===== src/rtl/can_tx_pkg.sv =====
package can_tx_pkg;
  localparam int ID_W  = 11;
  localparam int LEN_W = 4;
  localparam int CRC_W = 15;
  localparam logic [CRC_W-1:0] CRC_POLY = 15'h4599;
  localparam int EOF_BITS = 7;

  typedef enum logic [3:0] {
    ST_IDLE, ST_BODY, ST_CRC, ST_CRCDEL, ST_ACK,
    ST_ACKDEL, ST_EOF, ST_IFS, ST_FIN
  } tx_state_t;
endpackage


===== src/rtl/can_tx_crc.sv =====
module can_tx_crc
  import can_tx_pkg::*;
(
  input  logic clk,
  input  logic rst,
  input  logic clr,
  input  logic upd,
  input  logic shift,
  input  logic bit_in,
  output logic msb
);
  logic [CRC_W-1:0] crc_q;
  logic             fb;

  assign fb  = bit_in ^ crc_q[CRC_W-1];
  assign msb = crc_q[CRC_W-1];

  always_ff @(posedge clk) begin
    if (rst || clr) crc_q <= '0;
    else if (upd)   crc_q <= {crc_q[CRC_W-2:0], 1'b0} ^ (fb ? CRC_POLY : '0);
    else if (shift) crc_q <= {crc_q[CRC_W-2:0], 1'b0};
  end

  // the register is either cleared, fed or drained, never two at once
  assert_crc_ops_R4: assert property (@(posedge clk) disable iff (rst)
    $onehot0({clr, upd, shift}));
endmodule


===== src/rtl/can_tx_stuff.sv =====
module can_tx_stuff #(
  parameter int RUN_MAX = 5
) (
  input  logic clk,
  input  logic rst,
  input  logic restart,
  input  logic upd,
  input  logic bit_in,
  output logic hit
);
  localparam int RUN_W = $clog2(RUN_MAX + 1);
  logic [RUN_W-1:0] run_q;
  logic             last_q;

  assign hit = (bit_in == last_q) && (run_q == RUN_W'(RUN_MAX - 1));

  always_ff @(posedge clk) begin
    if (rst || restart) begin
      run_q  <= '0;
      last_q <= 1'b0;
    end else if (upd) begin
      last_q <= bit_in;
      run_q  <= (bit_in == last_q) ? run_q + 1'b1 : RUN_W'(1);
    end
  end

  // a counted bit never extends a run that already holds RUN_MAX
  assert_run_limit_R5: assert property (@(posedge clk) disable iff (rst)
    (upd && !restart && bit_in == last_q) |-> (run_q < RUN_W'(RUN_MAX)));
endmodule


===== src/rtl/can_frame_tx.sv =====
module can_frame_tx
  import can_tx_pkg::*;
#(
  parameter int MAX_BYTES = 8,
  parameter int IFS_BITS  = 3,
  parameter int STUFF_RUN = 5
) (
  input  logic                   clk,
  input  logic                   rst,
  input  logic                   bit_tick,
  input  logic                   start,
  input  logic [ID_W-1:0]        ident,
  input  logic [LEN_W-1:0]       dlc,
  input  logic [8*MAX_BYTES-1:0] payload,
  input  logic                   bus_rx,
  output logic                   bus_tx,
  output logic                   busy,
  output logic                   done,
  output logic                   arb_lost,
  output logic                   ack_miss
);
  localparam int HDR_BITS = ID_W + 3 + LEN_W;
  localparam int SH_W     = HDR_BITS + 8*MAX_BYTES;
  localparam int CNT_MAX  = (SH_W > CRC_W + EOF_BITS + IFS_BITS) ? SH_W : CRC_W + EOF_BITS + IFS_BITS;
  localparam int CNT_W    = $clog2(CNT_MAX + 1);
  localparam int GAP_W    = $clog2(IFS_BITS + 1);
  localparam int ARB_W    = $clog2(ID_W + 1);

  tx_state_t        state;
  logic [SH_W-1:0]  sh;
  logic [CNT_W-1:0] cnt;
  logic [GAP_W-1:0] idle_cnt;
  logic [ARB_W-1:0] arb_left;
  logic             cur_arb, cur_ack;
  logic             accept, lost, region, stuff_hit, need_stuff, crc_msb;
  logic [LEN_W-1:0] nbytes;

  assign nbytes     = (dlc > LEN_W'(MAX_BYTES)) ? LEN_W'(MAX_BYTES) : dlc;
  assign accept     = bit_tick && state == ST_IDLE && start && idle_cnt == GAP_W'(IFS_BITS);
  assign lost       = cur_arb && bus_tx && !bus_rx;
  assign region     = state == ST_BODY || state == ST_CRC || state == ST_CRCDEL;
  assign need_stuff = region && stuff_hit;

  can_tx_crc u_crc (
    .clk(clk), .rst(rst), .clr(accept),
    .upd(bit_tick && state == ST_BODY && !need_stuff && !lost),
    .shift(bit_tick && state == ST_CRC && !need_stuff),
    .bit_in(sh[SH_W-1]), .msb(crc_msb)
  );

  can_tx_stuff #(.RUN_MAX(STUFF_RUN)) u_stuff (
    .clk(clk), .rst(rst), .restart(accept),
    .upd(bit_tick && region && !lost),
    .bit_in(bus_tx), .hit(stuff_hit)
  );

  always_ff @(posedge clk) begin
    if (rst) begin
      state    <= ST_IDLE;
      bus_tx   <= 1'b1;
      busy     <= 1'b0;
      done     <= 1'b0;
      arb_lost <= 1'b0;
      ack_miss <= 1'b0;
      sh       <= '0;
      cnt      <= '0;
      idle_cnt <= '0;
      arb_left <= '0;
      cur_arb  <= 1'b0;
      cur_ack  <= 1'b0;
    end else begin
      done     <= 1'b0;
      arb_lost <= 1'b0;
      ack_miss <= 1'b0;
      if (bit_tick) begin
        if (!bus_rx)                            idle_cnt <= '0;
        else if (idle_cnt != GAP_W'(IFS_BITS))  idle_cnt <= idle_cnt + 1'b1;
        if (state == ST_IDLE) begin
          if (accept) begin
            bus_tx   <= 1'b0;
            busy     <= 1'b1;
            sh       <= {ident, 3'b000, dlc, payload};
            cnt      <= CNT_W'(HDR_BITS) + CNT_W'({nbytes, 3'b000});
            arb_left <= ARB_W'(ID_W);
            cur_arb  <= 1'b0;
            cur_ack  <= 1'b0;
            state    <= ST_BODY;
          end
        end else if (lost) begin
          bus_tx   <= 1'b1;
          busy     <= 1'b0;
          arb_lost <= 1'b1;
          cur_arb  <= 1'b0;
          state    <= ST_IDLE;
        end else begin
          if (cur_ack && bus_rx) ack_miss <= 1'b1;
          cur_ack <= 1'b0;
          cur_arb <= 1'b0;
          if (need_stuff) begin
            bus_tx <= ~bus_tx;
          end else begin
            case (state)
              ST_BODY: begin
                bus_tx <= sh[SH_W-1];
                sh     <= {sh[SH_W-2:0], 1'b0};
                if (arb_left != '0) begin
                  cur_arb  <= 1'b1;
                  arb_left <= arb_left - 1'b1;
                end
                if (cnt == CNT_W'(1)) begin
                  cnt   <= CNT_W'(CRC_W);
                  state <= ST_CRC;
                end else cnt <= cnt - 1'b1;
              end
              ST_CRC: begin
                bus_tx <= crc_msb;
                if (cnt == CNT_W'(1)) state <= ST_CRCDEL;
                else                  cnt   <= cnt - 1'b1;
              end
              ST_CRCDEL: begin bus_tx <= 1'b1; state <= ST_ACK; end
              ST_ACK: begin bus_tx <= 1'b1; cur_ack <= 1'b1; state <= ST_ACKDEL; end
              ST_ACKDEL: begin
                bus_tx <= 1'b1;
                cnt    <= CNT_W'(EOF_BITS);
                state  <= ST_EOF;
              end
              ST_EOF: begin
                bus_tx <= 1'b1;
                if (cnt == CNT_W'(1)) begin
                  cnt   <= CNT_W'(IFS_BITS);
                  state <= ST_IFS;
                end else cnt <= cnt - 1'b1;
              end
              ST_IFS: begin
                bus_tx <= 1'b1;
                if (cnt == CNT_W'(1)) state <= ST_FIN;
                else                  cnt   <= cnt - 1'b1;
              end
              default: begin
                done   <= 1'b1;
                busy   <= 1'b0;
                bus_tx <= 1'b1;
                state  <= ST_IDLE;
              end
            endcase
          end
        end
      end
    end
  end

  assert_idle_recessive_R1: assert property (@(posedge clk) disable iff (rst)
    !busy |-> bus_tx);
  assert_sof_dominant_R2: assert property (@(posedge clk) disable iff (rst)
    $rose(busy) |-> (!bus_tx && $past(start) && $past(bit_tick)));
  assert_lost_release_R6: assert property (@(posedge clk) disable iff (rst)
    arb_lost |-> (!busy && bus_tx && !done));
  assert_ack_continue_R7: assert property (@(posedge clk) disable iff (rst)
    ack_miss |-> busy);
  assert_done_end_R8: assert property (@(posedge clk) disable iff (rst)
    done |-> (!busy && $past(busy)));
  assert_pulse_single_R8: assert property (@(posedge clk) disable iff (rst)
    done |=> !done);
  assert_tick_only_R9: assert property (@(posedge clk) disable iff (rst)
    !$stable(bus_tx) |-> $past(bit_tick));
endmodule


===== config.mk =====
export PLATFORM = sky130hd
export DESIGN_NAME = can_frame_tx
export DESIGN_NICKNAME = d
export VERILOG_FILES = /design/src/rtl/can_tx_pkg.sv /design/src/rtl/can_tx_crc.sv /design/src/rtl/can_tx_stuff.sv /design/src/rtl/can_frame_tx.sv
export SDC_FILE = /design/constraint.sdc
export NUM_CORES = 1
export LEC_CHECK = 0
export BUFFER_PORTS_ARGS = -buffer_cell sky130_fd_sc_hd__buf_2
export CORE_MARGIN = 4
export CORE_UTILIZATION = 45
export CTS_BUF_LIST = sky130_fd_sc_hd__clkbuf_2 sky130_fd_sc_hd__clkbuf_4 sky130_fd_sc_hd__clkbuf_8
export DETAILED_ROUTE_END_ITERATION = 10
export MAX_ROUTING_LAYER = met4
export PLACE_DENSITY = 0.65
export SKIP_CTS_REPAIR_TIMING = 1
export SLEW_MARGIN = 20
export SYNTH_ARGS = -nofsm -noshare
export SYNTH_HDL_FRONTEND = slang
export SYNTH_SLANG_ARGS = --single-unit

===== constraint.sdc =====
create_clock -name clk -period 2.8 [get_ports clk]
set_input_delay 0.56 -clock clk [delete_from_list [all_inputs] [get_ports clk]]
set_output_delay 0.56 -clock clk [all_outputs]
set_load 0.01 [all_outputs]

# After elaboration in Yosys (flattened, before gate mapping)
# Cells that the tools add are included.
[word_totals] reg_bits=125 input_bits=84 out_inout_bits=5 elab_cells=145
[classes] add_sub_neg=5 magnitude_cmp=1 n_eq_ne=23 muxes=57 bitwise_logic=4 n_reduce_logical=40
[op_table] cell="two-way mux 82 bit" n=5
[op_table] cell="two-way mux 4 bit" n=15
[op_table] cell="two-way mux 7 bit" n=7
[op_table] cell="two-way mux 15 bit" n=3
[op_table] cell="one-hot mux 4 bit (7 select lines)" n=1
[op_table] cell="one-hot mux 7 bit (4 select lines)" n=1
[op_table] cell="two-way mux 1 bit" n=21
[op_table] cell="equality test 4 x 3 -> 1 bit, second input constant" n=4
[op_table] cell="logical AND 1 bit" n=15
[op_table] cell="bitwise XOR 15 bit" n=1
[op_table] cell="AND reduction 6 bit" n=2
[op_table] cell="equality test 4 x 2 -> 1 bit, second input constant" n=2
[op_table] cell="inequality test 2 x 1 -> 1 bit, second input constant" n=4
[op_table] cell="inequality test 4 x 3 -> 1 bit, second input constant" n=2
[op_table] cell="inequality test 4 bit, second input constant" n=2
[op_table] cell="adder 5 x 7 -> 7 bit, first input constant" n=1
[op_table] cell="equality test 7 x 1 -> 1 bit, second input constant" n=1
[op_table] cell="AND reduction 7 bit" n=1
[op_table] cell="OR reduction 7 bit" n=1
[op_table] cell="subtractor 7 x 1 -> 7 bit, second input constant" n=1
[op_table] cell="nonzero test 2 bit" n=3
[op_table] cell="AND reduction 5 bit" n=1
[op_table] cell="nonzero test 5 bit" n=1
[op_table] cell="OR reduction 5 bit" n=1
[op_table] cell="other kinds (27)" n=34

# Depth between registers and ports, before layout
# Gate-level depths: netlist of run 1.
[depth] word_depth=8 mapped_depth=9 depth_no_buf=7

# Modules after synthesis
# Synthesis of run 1 repeated with hierarchy kept, for this count alone.
[unflattened] cells_unflattened=757 area_unflattened_um2=6508.7
[modules_own_cells] module="can_frame_tx" instances=1 cells_each=665 area_each_um2=5634.2 seq_area_each_um2=2122.0
[modules_own_cells] module="can_tx_crc" instances=1 cells_each=70 area_each_um2=659.4 seq_area_each_um2=300.3
[modules_own_cells] module="can_tx_stuff" instances=1 cells_each=22 area_each_um2=215.2 seq_area_each_um2=80.1

# Least setup slack after synthesis of run 1
# No wires, ideal clock.
[synth_path] path_type="input port to flip-flop" start="in bit_tick" end="reg cnt[3]" setup_ns=0.122 t_arrival_ns=2.253 required_time_ns=2.678 slack_ns=0.425 cell_stages=7 path_buffers=2 cell_sequence="clkinv_1 -> a211oi_2 -> or4b_4 -> buf_6 -> or2_1 -> buf_6 -> o311a_1"
[synth_via] elab_chain_cells=5
[synth_lines] item="start, declared" line="can_frame_tx.sv:10" text="input logic bit_tick,"
[synth_lines] item="logical AND 1 bit (3 in series)" line="can_frame_tx.sv:39" text="assign accept = bit_tick && state == ST_IDLE && start && idle_cnt == GAP_W'(IFS_BITS);"
[synth_lines] item="inequality test 2 x 1 -> 1 bit (no line)"
[synth_lines] item="AND reduction 6 bit (no line) *"
[synth_lines] item="end signal, assigned" line="can_frame_tx.sv:83" text="cnt <= CNT_W'(HDR_BITS) + CNT_W'({nbytes, 3'b000});"
[synth_lines] item="end signal, assigned" line="can_frame_tx.sv:111" text="cnt <= CNT_W'(CRC_W);"
[synth_lines] item="end signal, assigned" line="can_frame_tx.sv:113" text="end else cnt <= cnt - 1'b1;"
[synth_lines] item="end, declared" line="can_frame_tx.sv:31" text="logic [CNT_W-1:0] cnt;"
# Mark *: on every way between the ends. The rest lies on a longest branch, timed or not.
# A chain may end at the register's enable or synchronous reset.

# Worst setup path after layout of run 1
[layout_path] start="reg state[0]" end="reg cnt[3]"
[layout_via] elab_chain_cells=6 word_cells_on_any_way=24 cone_classes="eq/ne: 10; mux: 4; reduce/logical: 10"
[layout_lines] item="start, declared" line="can_frame_tx.sv:29" text="tx_state_t state;"
[layout_lines] item="start signal, assigned" line="can_frame_tx.sv:59" text="state <= ST_IDLE;"
[layout_lines] item="start signal, assigned" line="can_frame_tx.sv:87" text="state <= ST_BODY;"
[layout_lines] item="start signal, assigned" line="can_frame_tx.sv:94" text="state <= ST_IDLE;"
[layout_lines] item="equality test 4 x 2 -> 1 bit (tied with other cells)" line="can_frame_tx.sv:41, can_frame_tx.sv:102"
[layout_lines] item="OR reduction 2 bit (no line) (tied with other cells)"
[layout_lines] item="one-hot mux 7 bit (4 select lines) (tied with other cells)" line="can_frame_tx.sv:102" text="case (state)"
[layout_lines] item="two-way mux 7 bit (tied with other cells)" line="can_frame_tx.sv:99" text="if (need_stuff) begin"
[layout_lines] item="two-way mux 7 bit or inequality test 2 x 1 -> 1 bit (tied branches)"
[layout_lines] item="two-way mux 7 bit or AND reduction 6 bit (tied branches)"
# Parallel ways exist; a longest one is shown, timed or not. The select of a mux whose other input is x is not followed.

==> results.rst, run 1 <==
.. list-table::
   :header-rows: 1

   * - Metric
     - Value
   * - Power density over the cells
     - 530 nW/um^2
   * - Min Clock Period, post-route
     - 2.51 ns
   * - Initial cell density of the core
     - 0.467
   * - Highest-count cells in the layout ignoring fill and taps
     - sky130_fd_sc_hd__nand2_1 (182), sky130_fd_sc_hd__dfxtp_1 (125), sky130_fd_sc_hd__nor2_1 (108)
   * - TritonCTS clock tree
     - done
   * - Cell variety after synth
     - between 60 and 70
   * - WP data arrival
     - 2.83 ns
   * - Worst-case vdd ir drop
     - ~0.00037 V
   * - Setup total negative slack
     - 0 ns
   * - Post-synth ARST share
     - 0
   * - Later-pin clock latency in the skew report
     - 0.43 ns
   * - Clk buf depth
     - 2
   * - Detailed-routing iteration count for the pre-antenna-repair pass
     - 5
   * - Number of max-cap violations
     - 0
   * - Placement row count
     - 41
   * - Post-synth top area cell
     - sky130_fd_sc_hd__dfxtp_1
   * - Largest incremental delay on the critical path
     - 0.75 ns
   * - Slew HR
     - 0.438
   * - Final ANT Viol Nets
     - 0
   * - RD Place Congestion
     - 0.843
   * - Share of the yosys chip area belonging to registers
     - 0.420
   * - Gate count of the mapped netlist
     - 749
   * - Root buffer cell
     - sky130_fd_sc_hd__clkbuf_8
   * - Average wire per standard cell
     - 14.6 microns
   * - Total setup violations reported at the end of the flow
     - 0
   * - Dominant cells by area after synthesis
     - sky130_fd_sc_hd__dfxtp_1 (42%), sky130_fd_sc_hd__a311oi_1 (11%), sky130_fd_sc_hd__nand2_1 (11%)
   * - Number of levels the H-tree was split into
     - 4
   * - Largest fanout of any net on the critical path
     - 19
   * - Required time of the worst setup path
     - 3.12 ns
   * - Maximum number of pins on one net before global-route repair
     - 82
   * - All-Layer GR Usage
     - 0.205
   * - Type of origin of the critical path
     - register
   * - Horizontal extent of the die
     - 123 microns
   * - Power consumption
     - roughly 0.0037 W
   * - Crit share post-route
     - 0.897
   * - Leading cell type in the layout, fill and taps excluded
     - sky130_fd_sc_hd__nand2_1
   * - Top_reg_cell synth
     - sky130_fd_sc_hd__dfxtp_1
   * - Total die area
     - 15,200 sq um
   * - Number of nets in the finished design
     - between 900 and 1,000
   * - PortBufs
     - 88
   * - Combined flip-flop and latch cell area
     - 2500 sq um
   * - Via count of the first global-routing pass
     - 5,272
   * - Mean area per synthesized cell
     - 7.96 sq um
   * - TritonCTS buffer count
     - 17
   * - Sum of net half-perimeters after detailed placement
     - 9760 microns
   * - Worst Max-Slew Pin Slew
     - 0.843 ns
   * - Detailed Route Iter0 Violations
     - 382
   * - Worst Hold Class
     - input pin to register
   * - Lkg Pwr
     - ~2.6 nW
   * - Clock Sinks
     - 125
   * - Clock transition time at the flip-flop clock pins of the worst setup and hold paths
     - around 0.070 ns
   * - Layout Area Growth over Synthesis
     - 17.5%
   * - Final clock skew
     - 0.00920 ns
   * - Slowest stage cell on the critical path
     - sky130_fd_sc_hd__dfxtp_1
   * - Critical path type
     - register to register
   * - Unrepaired setup endpoints after global routing
     - false
   * - Total via count after detailed routing
     - 5,542
   * - Net count of the mapped netlist
     - approximately 840
   * - Total area of multi-input combinational cells
     - 3150 sq um
   * - Status
     - completed
   * - Number of buffers and inverters on the critical path
     - 0
   * - Seq cells post-synth
     - about 130
   * - Final hold violation count
     - 0
   * - Area fraction of the dominant cell type after synthesis
     - 0.420
   * - Ordered cell list for the critical path
     - nor4_4, a211oi_2, or4b_4, or2_1, o311a_1
   * - Layout cells sized above 1
     - 0.192
   * - Final global-route overflow total
     - 0
   * - Routed WL
     - approximately 15,000 microns
   * - Filler cell count in the final layout
     - 1,187
   * - Pins Over Slew Limit
     - 0
   * - CP Capture Type
     - register
   * - Area of the core
     - between 10,000 and 15,000 sq um
   * - Fmax achieved
     - just under 400 MHz
   * - Post-synth EDFFs
     - 0
   * - First-pass GRT wire length
     - 24,500 microns
   * - Cell family with most CP delay
     - simple AND/OR/NAND/NOR gates
   * - Residual DRC count
     - 0
   * - Top Ports
     - 89
   * - Syn Std Cell Area
     - 5960 sq um
   * - Initial antenna violation count
     - 1
   * - Routed vias/inst
     - 5.54
   * - Vertical die dimension
     - 123 microns
   * - Yosys synthesis warning count
     - 0
metal layers:
layer	global-route usage	wire (microns)	up-vias	part of all wire
met2	0.311	6690	167	0.46
li1	-	-	2778	-
met1	0.260	6720	2567	0.46
met4	0.0879	274	0	0.019
met5	-	0	-	0
met3	0.0531	930	30	0.064
worst min-delay path: cells and delay by family:
family / cells / cell delay (ns)
buffers and inverters: 1 / 0.09
AO/OA/AOI/OAI: 1 / 0.07
AND/OR/NAND/NOR: 1 / 0.04
synthesized netlist by cell type, types with 2 or more instances:
master,instances
sky130_fd_sc_hd__a41oi_1,2
sky130_fd_sc_hd__clkbuf_1,43
sky130_fd_sc_hd__or3_1,2
sky130_fd_sc_hd__xnor2_1,10
sky130_fd_sc_hd__o31ai_1,3
sky130_fd_sc_hd__a211oi_1,5
sky130_fd_sc_hd__o32ai_1,5
sky130_fd_sc_hd__ha_1,8
sky130_fd_sc_hd__o21ai_1,2
sky130_fd_sc_hd__nor3_1,10
sky130_fd_sc_hd__inv_1,12
sky130_fd_sc_hd__nand3b_1,6
sky130_fd_sc_hd__o211ai_1,3
sky130_fd_sc_hd__nor2_1,108
sky130_fd_sc_hd__nor2b_1,4
sky130_fd_sc_hd__o21a_1,2
sky130_fd_sc_hd__nor4_1,4
sky130_fd_sc_hd__a21oi_1,26
sky130_fd_sc_hd__a311oi_1,78
sky130_fd_sc_hd__or4_1,3
sky130_fd_sc_hd__nand2b_1,6
sky130_fd_sc_hd__o311a_1,2
sky130_fd_sc_hd__nand3_1,10
sky130_fd_sc_hd__buf_2,15
sky130_fd_sc_hd__buf_1,3
sky130_fd_sc_hd__dfxtp_1,125
sky130_fd_sc_hd__o21ai_0,13
sky130_fd_sc_hd__xor2_1,2
sky130_fd_sc_hd__o311ai_0,2
sky130_fd_sc_hd__mux2i_1,13
sky130_fd_sc_hd__a32oi_1,2
sky130_fd_sc_hd__buf_6,2
sky130_fd_sc_hd__nor4_4,2
sky130_fd_sc_hd__nand2_1,182
sky130_fd_sc_hd__a31oi_1,4
sky130_fd_sc_hd__mux2_2,2
through the flow:
stage	instances	utilization	setup slack (ns)	hold slack [ns]	instance area, sq um
after floorplan	749	-	0.425	0.411	5960
after global placement	967	0.513	0.305	0.436	6560
after detailed placement	967	0.513	0.269	0.441	6560
after CTS	999	0.548	0.321	0.346	7010
after global routing	1000	0.549	0.0785	0.357	7010
final	1000	0.549	0.287	0.384	7010
power breakdown:
part | switching, W | internal (W) | total (W)
Clock | 0.000715 | 0.00106 | 0.00178
Combinational | 0.0000859 | 0.0000663 | 0.000152
Sequential | 0.00000281 | 0.00178 | 0.00178
path summary, 6_finish.rpt:
path,cells after the start,endpoint,slack (ns),start
worst max-delay path,5,cnt[3],0.29,state[0]
worst min-delay path,3,sh[40],0.38,payload[40]
worst max register to register,5,cnt[3],0.29,state[0]
worst min register to register,2,sh[70],0.45,sh[70]
state kept, by name (all words and copies together) (netlist names), 2 cells and up:
register and count:
u_stuff.run_q 3, u_crc.crc_q 15, arb_left 4, idle_cnt 2, cnt 7, sh 82
state 4
area by class of cell:
type / instances / share of cell area
Multi-Input combinational cell: 548 / 0.450
Inverter: 13 / 0.00696
Clock buffer: 22 / 0.0414
Sequential cell: 125 / 0.357
Timing Repair Buffer: 109 / 0.0911
Clock inverter: 10 / 0.0229
Antenna cell: 1 / 0.000357
Tap cell: 172 / 0.0307
logic make-up after synthesis:
family | after synthesis | share of synthesized area
flip-flops | 125 | 0.420
adder cells (fa/ha/maj) | 8 | 0.0168
buffers and inverters | 76 | 0.0535
AND/OR/NAND/NOR | 351 | 0.255
multiplexers | 15 | 0.0256
XOR/XNOR | 13 | 0.0204
AO/OA/AOI/OAI | 161 | 0.209
(Power assumes the default switching activity.)
==> inputs of run 2 (changes only) <==
--- a/config.mk
+++ b/config.mk
@@ -10,10 +10,10 @@
 export CORE_UTILIZATION = 45
 export CTS_BUF_LIST = sky130_fd_sc_hd__clkbuf_2 sky130_fd_sc_hd__clkbuf_4 sky130_fd_sc_hd__clkbuf_8
 export DETAILED_ROUTE_END_ITERATION = 10
-export MAX_ROUTING_LAYER = met4
-export PLACE_DENSITY = 0.65
+export SETUP_SLACK_MARGIN = 0.5
 export SKIP_CTS_REPAIR_TIMING = 1
 export SLEW_MARGIN = 20
 export SYNTH_ARGS = -nofsm -noshare
 export SYNTH_HDL_FRONTEND = slang
+export SYNTH_HIERARCHICAL = 1
 export SYNTH_SLANG_ARGS = --single-unit
==> results.rst, run 2 <==
.. list-table::
   :header-rows: 1

   * - Metric
     - Value
   * - Total die area
     - 16,500 sq um (was 15,200 sq um)
   * - Power density over the cells
     - 724 nW/um^2 (was 530 nW/um^2)
   * - Clock Sinks
     - 125 (unchanged)
   * - Simple-gate share of the synthesized area
     - 0.235 (was 0.255)
   * - Area of the core
     - 14,000 sq um (was 12,800 sq um)
   * - Area fraction of the dominant cell type after synthesis
     - 0.384 (was 0.420)
   * - Leading cell type in the layout, fill and taps excluded
     - sky130_fd_sc_hd__nand2_1 (unchanged)
   * - WP data arrival
     - 2.63 ns (was 2.83 ns)
   * - Final clock skew
     - 0.00898 ns (was 0.00920 ns)
   * - Required time of the worst setup path
     - 3.16 ns (was 3.12 ns)
   * - Combinational family with the most area after synthesis
     - compound AO/OA/AOI/OAI gates (was simple AND/OR/NAND/NOR gates)
   * - Top flop regs
     - sh: 82 flops, u_crc/crc_q: 15 flops, cnt: 7 flops (was sh: 82 flops, u_crc.crc_q: 15 flops, cnt: 7 flops)
   * - Post-synth top area cell
     - sky130_fd_sc_hd__dfxtp_1 (unchanged)
   * - Root buffer cell
     - sky130_fd_sc_hd__clkbuf_8 (unchanged)
   * - Placement Cell Area
     - 7040 sq um (was 6560 sq um)
   * - Maximum number of pins on one net before global-route repair
     - 78 (was 82)
   * - Top Ports
     - 89 (unchanged)
   * - Net count of the mapped netlist
     - 849 (was 841)
   * - All-Layer GR Usage
     - 0.186 (was 0.205)
   * - Register bank with the most flops
     - sh (unchanged)
   * - Routed length on met3
     - 751 microns (was 930 microns)
   * - Clk buf depth
     - 2 (unchanged)
   * - TritonCTS clock tree
     - done (unchanged)
   * - Final global-route overflow total
     - 0 (unchanged)
   * - Post-synth EDFFs
     - 0 (unchanged)
   * - Share of the yosys chip area belonging to registers
     - 0.384 (was 0.420)
   * - Setup total negative slack
     - 0 ns (unchanged)
   * - Placement row count
     - 43 (was 41)
   * - Later-pin clock latency in the skew report
     - 0.44 ns (was 0.43 ns)
   * - Worst-case vdd ir drop
     - 0.000418 V (was 0.000374 V)
   * - Power consumption
     - 0.00555 W (was 0.00371 W)
   * - Routed length on met2
     - 7460 microns (was 6690 microns)
   * - Unrepaired setup endpoints after global routing
     - true (was false)
   * - Slew HR
     - 0.680 (was 0.438)
   * - Sum of net half-perimeters after detailed placement
     - 10,200 microns (was 9760 microns)
   * - Layout cells sized above 1
     - 0.297 (was 0.192)
   * - Crit share post-route
     - 0.813 (was 0.897)
   * - Inserted Diodes
     - 0 (was 1)
   * - Horizontal extent of the die
     - 128 microns (was 123 microns)
   * - Synth Area in Compound Gates
     - 0.283 (was 0.209)
   * - Initial antenna violation count
     - 0 (was 1)
   * - DR top layer
     - met4 (unchanged)
   * - Total setup violations reported at the end of the flow
     - 0 (unchanged)
   * - Min Clock Period, post-route
     - 2.28 ns (was 2.51 ns)
   * - Syn Std Cell Area
     - 6510 sq um (was 5960 sq um)
   * - Status
     - completed (unchanged)
   * - Layout Area Growth over Synthesis
     - 17.9% (was 17.5%)
   * - TritonCTS buffer count
     - 17 (unchanged)
   * - Final ANT Viol Nets
     - 0 (unchanged)
   * - Critical path type
     - register to register (unchanged)
   * - Mean area per synthesized cell
     - 8.60 sq um (was 7.96 sq um)
   * - RD Place Congestion
     - 0.865 (was 0.843)
   * - Residual DRC count
     - 0 (unchanged)
   * - Dominant cells by area after synthesis
     - sky130_fd_sc_hd__dfxtp_1 (38%), sky130_fd_sc_hd__a311oi_2 (16%), sky130_fd_sc_hd__nand2_1 (11%) (was sky130_fd_sc_hd__dfxtp_1 (42%), sky130_fd_sc_hd__a311oi_1 (11%), sky130_fd_sc_hd__nand2_1 (11%))
   * - Detailed-route wire length on metal 1
     - 7570 microns (was 6720 microns)
   * - Most numerous cell in the Yosys netlist
     - sky130_fd_sc_hd__nand2_1 (unchanged)
   * - Lkg Pwr
     - 2.80 nW (was 2.56 nW)
   * - Top_reg_cell synth
     - sky130_fd_sc_hd__dfxtp_1 (unchanged)
   * - Final standard cell area without fillers
     - 7670 sq um (was 7010 sq um)
   * - Highest-count cells in the layout ignoring fill and taps
     - sky130_fd_sc_hd__nand2_1 (186), sky130_fd_sc_hd__dfxtp_1 (123), sky130_fd_sc_hd__nor2_1 (106) (was sky130_fd_sc_hd__nand2_1 (182), sky130_fd_sc_hd__dfxtp_1 (125), sky130_fd_sc_hd__nor2_1 (108))
   * - Fmax achieved
     - 439 MHz (was 398 MHz)
   * - Routed WL
     - 16,000 microns (was 14,600 microns)
   * - Average wire per standard cell
     - 15.7 microns (was 14.6 microns)
   * - Clock transition time at the flip-flop clock pins of the worst setup and hold paths
     - 0.07 ns (about the same)
   * - First-pass GRT wire length
     - 25,300 microns (was 24,500 microns)
   * - Worst Max-Slew Pin Slew
     - 0.475 ns (was 0.843 ns)
   * - Vertical die dimension
     - 128 microns (was 123 microns)
   * - Routed vias/inst
     - 5.67 (was 5.54)
   * - Type of origin of the critical path
     - register (unchanged)
   * - Fraction of synthesized area in multiplexers
     - 0.00827 (was 0.0256)
   * - Yosys synthesis warning count
     - 6 (was 0)
   * - PortBufs
     - 88 (unchanged)
   * - Flip-flop count of the largest register after layout
     - 82 (unchanged)
   * - Final hold violation count
     - 0 (unchanged)
   * - Detailed Route Iter0 Violations
     - 468 (was 382)
   * - Cell variety after synth
     - 70 (was 64)
   * - Seq cells post-synth
     - 125 (unchanged)
   * - Worst Hold Class
     - input pin to register (unchanged)
   * - Number of nets in the finished design
     - 923 (was 906)
   * - Number of levels the H-tree was split into
     - 4 (unchanged)
   * - Via count of the first global-routing pass
     - 5,383 (was 5,272)
   * - Post-synth ARST share
     - 0 (unchanged)
   * - XOR/XNOR Fraction of Synth Area
     - 0.0104 (was 0.0204)
   * - Post-synthesis adder-cell area fraction
     - 0.0154 (was 0.0168)
   * - Pins Over Slew Limit
     - 0 (unchanged)
   * - Largest fanout of any net on the critical path
     - 10 (was 19)
   * - Number of max-cap violations
     - 0 (unchanged)
   * - Initial cell density of the core
     - 0.464 (was 0.467)
   * - Commonest cells in the netlist
     - sky130_fd_sc_hd__nand2_1 (186), sky130_fd_sc_hd__dfxtp_1 (125), sky130_fd_sc_hd__nor2_1 (107), sky130_fd_sc_hd__a311oi_2 (70), sky130_fd_sc_hd__clkbuf_1 (38) (was sky130_fd_sc_hd__nand2_1 (182), sky130_fd_sc_hd__dfxtp_1 (125), sky130_fd_sc_hd__nor2_1 (108), sky130_fd_sc_hd__a311oi_1 (78), sky130_fd_sc_hd__clkbuf_1 (43))
   * - CP Capture Type
     - register (unchanged)
   * - Gate count of the mapped netlist
     - 757 (was 749)
   * - Total via count after detailed routing
     - 5,795 (was 5,542)
   * - Detailed-routing iteration count for the pre-antenna-repair pass
     - 5 (unchanged)
==> run 2: changes by cell type after synthesis, sizes merged, moves of 6 or more <==
| cell | delta |
|---|---|
| a211oi | +12 |
| xnor2 | -8 |
| buf | +6 |
| nand3 | -6 |
| mux2i | -8 |
==> run 2: worst paths after layout <==
path	from	endpoint	slack [ns]	cells after the start
setup reg to reg	state[0]	sh[66]	0.52	7
setup / recovery	state[0]	sh[66]	0.52	7
hold reg to reg	u_crc/crc_q[5]	u_crc/crc_q[5]	0.46	2
hold / removal	payload[26]	sh[26]	0.39	3
==> run 2: power by group <==
part | leakage, nW | switching, W | internal [W]
combinational | 1.60 | 0.00109 | 0.000728
clock | 0.195 | 0.000677 | 0.000862
sequential | 1.01 | 0.000163 | 0.00203
total | 2.80 | 0.00193 | 0.00362
==> run 2: area by class of cell <==
| cell class | count | area, sq um |
|---|---|---|
| sequential | 125 | 2500 |
| fill | 1319 | 6370 |
| multi-input combinational | 552 | 3680 |
| inverter | 17 | 63.8 |
| clock inverter | 7 | 90.1 |
| tap | 180 | 225 |
| clock buffer | 23 | 292 |
| timing repair buffer | 118 | 816 |
==> run 2: layer usage <==
layer / global-route usage / up-vias
met4: 0.0649 / 0
met5: 0 / -
met3: 0.0529 / 21
met1: 0.249 / 2762
met2: 0.286 / 166
li1: - / 2846
==> run 2: worst max-delay path: stages, from the launching register on <==
cell and delay (ns):
sky130_fd_sc_hd__dfxtp_2 0.39, sky130_fd_sc_hd__or4_4 0.59, sky130_fd_sc_hd__mux2i_4 0.27, sky130_fd_sc_hd__and3_4 0.35
sky130_fd_sc_hd__clkbuf_2 0.20, sky130_fd_sc_hd__buf_4 0.13, sky130_fd_sc_hd__nor2_1 0.04, sky130_fd_sc_hd__a311oi_2 0.22
==> run 2: logic make-up after synthesis <==
kind of cell	Yosys count
AOI/OAI and AO/OA	177
buffers and inverters	81
DFF	125
adders and majority gates	8
muxes	5
xor gates and xnor gates	6
and+or+nand+nor	355
==> run 2: through the flow <==
stage	util	hold slack [ns]	setup slack [ns]	cells
final	0.546	0.393	0.524	1022
after global routing	0.546	0.360	0.444	1022
after CTS	0.528	0.356	0.385	1008
after detailed placement	0.501	0.447	0.415	978
after global placement	0.501	0.443	0.440	978
after floorplan	-	0.414	0.509	757
==> inputs of run 3 (changes only) <==
==> constraint.sdc (replaced) <==
create_clock -name clk -period 2.3 [get_ports clk]
set_input_delay 0.46 -clock clk [delete_from_list [all_inputs] [get_ports clk]]
set_output_delay 0.46 -clock clk [all_outputs]
set_load 0.01 [all_outputs]
==> results.rst, run 3 (synthesis gave the netlist of run 2 again) <==
.. list-table::
   :header-rows: 1

   * - Metric
     - Value
   * - Top flop regs
     - sh: 82 flops, u_crc/crc_q: 15 flops, cnt: 7 flops (unchanged)
   * - Hold Path Cell Cnt
     - 3 (unchanged)
   * - Via count of the first global-routing pass
     - 5,312 (was 5,383)
   * - Leading cell type in the layout, fill and taps excluded
     - sky130_fd_sc_hd__nand2_1 (unchanged)
   * - Final ANT Viol Nets
     - 0 (unchanged)
   * - Routed WL
     - 17,600 microns (was 16,000 microns)
   * - Sum of net half-perimeters after detailed placement
     - 10,700 microns (was 10,200 microns)
   * - Layout cells sized above 1
     - 0.419 (was 0.297)
   * - Number of nets in the finished design
     - 956 (was 923)
   * - Area of the core
     - 14,000 sq um (unchanged)
   * - Register bank with the most flops
     - sh (unchanged)
   * - Final global-route overflow total
     - 0 (unchanged)
   * - Routed vias/inst
     - 5.68 (was 5.67)
   * - Endpoint of the most critical register-to-register path
     - sh[46] (was sh[66])
   * - Slew HR
     - 0.617 (was 0.680)
   * - Maximum number of pins on one net before global-route repair
     - 61 (was 78)
   * - PortBufs
     - 88 (unchanged)
   * - Critical path type
     - register to register (unchanged)
   * - Worst Hold Class
     - input pin to register (unchanged)
   * - Min Clock Period, post-route
     - 2.04 ns (was 2.28 ns)
   * - Type of origin of the critical path
     - register (unchanged)
   * - Top Ports
     - 89 (unchanged)
   * - Horizontal extent of the die
     - 128 microns (unchanged)
   * - Clock Sinks
     - 125 (unchanged)
   * - Root buffer cell
     - sky130_fd_sc_hd__clkbuf_8 (unchanged)
   * - Highest-count cells in the layout ignoring fill and taps
     - sky130_fd_sc_hd__nand2_1 (178), sky130_fd_sc_hd__dfxtp_1 (118), sky130_fd_sc_hd__buf_2 (87) (was sky130_fd_sc_hd__nand2_1 (186), sky130_fd_sc_hd__dfxtp_1 (123), sky130_fd_sc_hd__nor2_1 (106))
   * - Worst-case vdd ir drop
     - 0.000468 V (was 0.000418 V)
   * - TritonCTS buffer count
     - 17 (unchanged)
   * - Total via count after detailed routing
     - 5,989 (was 5,795)
   * - Initial cell density of the core
     - 0.464 (unchanged)
   * - Status
     - completed (unchanged)
   * - Pins Over Slew Limit
     - 0 (unchanged)
   * - Clk buf depth
     - 2 (unchanged)
   * - Final clock skew
     - 0.0113 ns (was 0.00898 ns)
   * - CP Capture Type
     - register (unchanged)
   * - End point of the worst hold path
     - sh[26] (unchanged)
   * - Unrepaired setup endpoints after global routing
     - true (unchanged)
   * - Final hold violation count
     - 0 (unchanged)
   * - Placement row count
     - 43 (unchanged)
   * - Later-pin clock latency in the skew report
     - 0.45 ns (was 0.44 ns)
   * - Filler cell count in the final layout
     - 1,198 (was 1,319)
   * - RD Place Congestion
     - 0.878 (was 0.865)
   * - Flip-flop count of the largest register after layout
     - 82 (unchanged)
   * - Worst Max-Slew Pin Slew
     - 0.574 ns (was 0.475 ns)
   * - Detailed-routing iteration count for the pre-antenna-repair pass
     - 5 (unchanged)
   * - Reg-to-reg startpoint
     - state[0] (unchanged)
   * - Average wire per standard cell
     - 16.7 microns (was 15.7 microns)
   * - Setup total negative slack
     - 0 ns (unchanged)
   * - Layout Area Growth over Synthesis
     - 32.6% (was 17.9%)
   * - Residual DRC count
     - 0 (unchanged)
   * - TritonCTS clock tree
     - done (unchanged)
   * - Initial antenna violation count
     - 2 (was 0)
   * - Hold wc startpoint
     - payload[26] (unchanged)
   * - All-Layer GR Usage
     - 0.190 (was 0.186)
   * - Required time of the worst setup path
     - 2.67 ns (was 3.16 ns)
   * - Number of max-cap violations
     - 0 (unchanged)
   * - Crit share post-route
     - 0.887 (was 0.813)
   * - Worst hold slack
     - 0.276 ns (was 0.393 ns)
   * - Fmax achieved
     - 490 MHz (was 439 MHz)
   * - First-pass GRT wire length
     - 25,600 microns (was 25,300 microns)
   * - Detailed Route Iter0 Violations
     - 421 (was 468)
   * - Clock transition time at the flip-flop clock pins of the worst setup and hold paths
     - 0.07 ns (about the same)
   * - Largest fanout of any net on the critical path
     - 8 (was 10)
   * - Inserted Diodes
     - 0 (unchanged)
   * - Slack of the worst reg-to-reg path
     - 0.26 ns (was 0.52 ns)
   * - WP data arrival
     - 2.41 ns (was 2.63 ns)
   * - Total setup violations reported at the end of the flow
     - 0 (unchanged)
   * - Number of levels the H-tree was split into
     - 4 (unchanged)
   * - Total die area
     - 16,500 sq um (unchanged)
   * - Power density over the cells
     - 867 nW/um^2 (was 724 nW/um^2)
   * - Lkg Pwr
     - 3.26 nW (was 2.80 nW)
   * - Vertical die dimension
     - 128 microns (unchanged)
   * - Worst Reg2Reg Path Length in Cells
     - 7 (unchanged)
[run 3: power by group]
part | switching (W) | leakage (nW) | internal [W]
clock network | 0.000850 | 0.211 | 0.00116
logic | 0.00154 | 2.04 | 0.00122
registers | 0.000237 | 1.01 | 0.00248
total | 0.00263 | 3.26 | 0.00485
[run 3: worst max path at each step]
| stage | from | endpoint | slack (ns) | cells after the start |
|---|---|---|---|---|
| detailed placement | u_stuff/run_q[0] | sh[66] | 0.13 | 8 |
| CTS | u_stuff/run_q[0] | sh[8] | 0.09 | 8 |
| floorplan | bus_tx | u_crc/crc_q[3] | 0.29 | 11 |
| global placement | u_stuff/run_q[0] | sh[46] | 0.17 | 8 |
| global route | state[2] | cnt[5] | 0.18 | 6 |
| finish | state[0] | sh[46] | 0.26 | 7 |
[run 3: worst max-delay path: stages (launching register included)]
cell and delay [ns]:
sky130_fd_sc_hd__dfxtp_2 0.32, sky130_fd_sc_hd__or4_4 0.56, sky130_fd_sc_hd__mux2i_4 0.21, sky130_fd_sc_hd__and3_4 0.21, sky130_fd_sc_hd__buf_12 0.16, sky130_fd_sc_hd__clkbuf_16 0.18, sky130_fd_sc_hd__buf_12 0.13, sky130_fd_sc_hd__a311oi_2 0.19
[run 3: per-layer routing]
layer | vias up | GRT usage | wire length, microns
met1 | 2915 | 0.251 | 7850
met4 | 4 | 0.0556 | 226
met3 | 23 | 0.0583 | 861
li1 | 2920 | - | -
met5 | - | 0 | 21
met2 | 127 | 0.298 | 8680
[run 3: final cells by class]
| type | count | area (sq um) | share of cell area |
|---|---|---|---|
| multi-input combinational | 555 | 4190 | 0.486 |
| sequential | 125 | 2520 | 0.292 |
| timing repair buffer | 148 | 1230 | 0.142 |
| clock buffer | 22 | 290 | 0.0336 |
| tap | 180 | 225 | 0.0261 |
| clock inverter | 7 | 114 | 0.0132 |
| inverter | 17 | 63.8 | 0.00740 |
[run 3: per-stage QoR]
step | instance area, sq um | std cells | worst slack (ns) | total power (W) | utilization
6_report | 8630 | 1054 | 0.259 | 0.00748 | 0.614
5_1_grt | 8630 | 1054 | 0.179 | 0.00786 | 0.614
4_1_cts | 7720 | 1014 | 0.0935 | 0.00695 | 0.549
3_5_place_dp | 7310 | 985 | 0.131 | 0.00495 | 0.521
3_3_place_gp | 7310 | 985 | 0.166 | 0.00486 | 0.521
2_1_floorplan | 6810 | 757 | 0.292 | 0.00451 | -
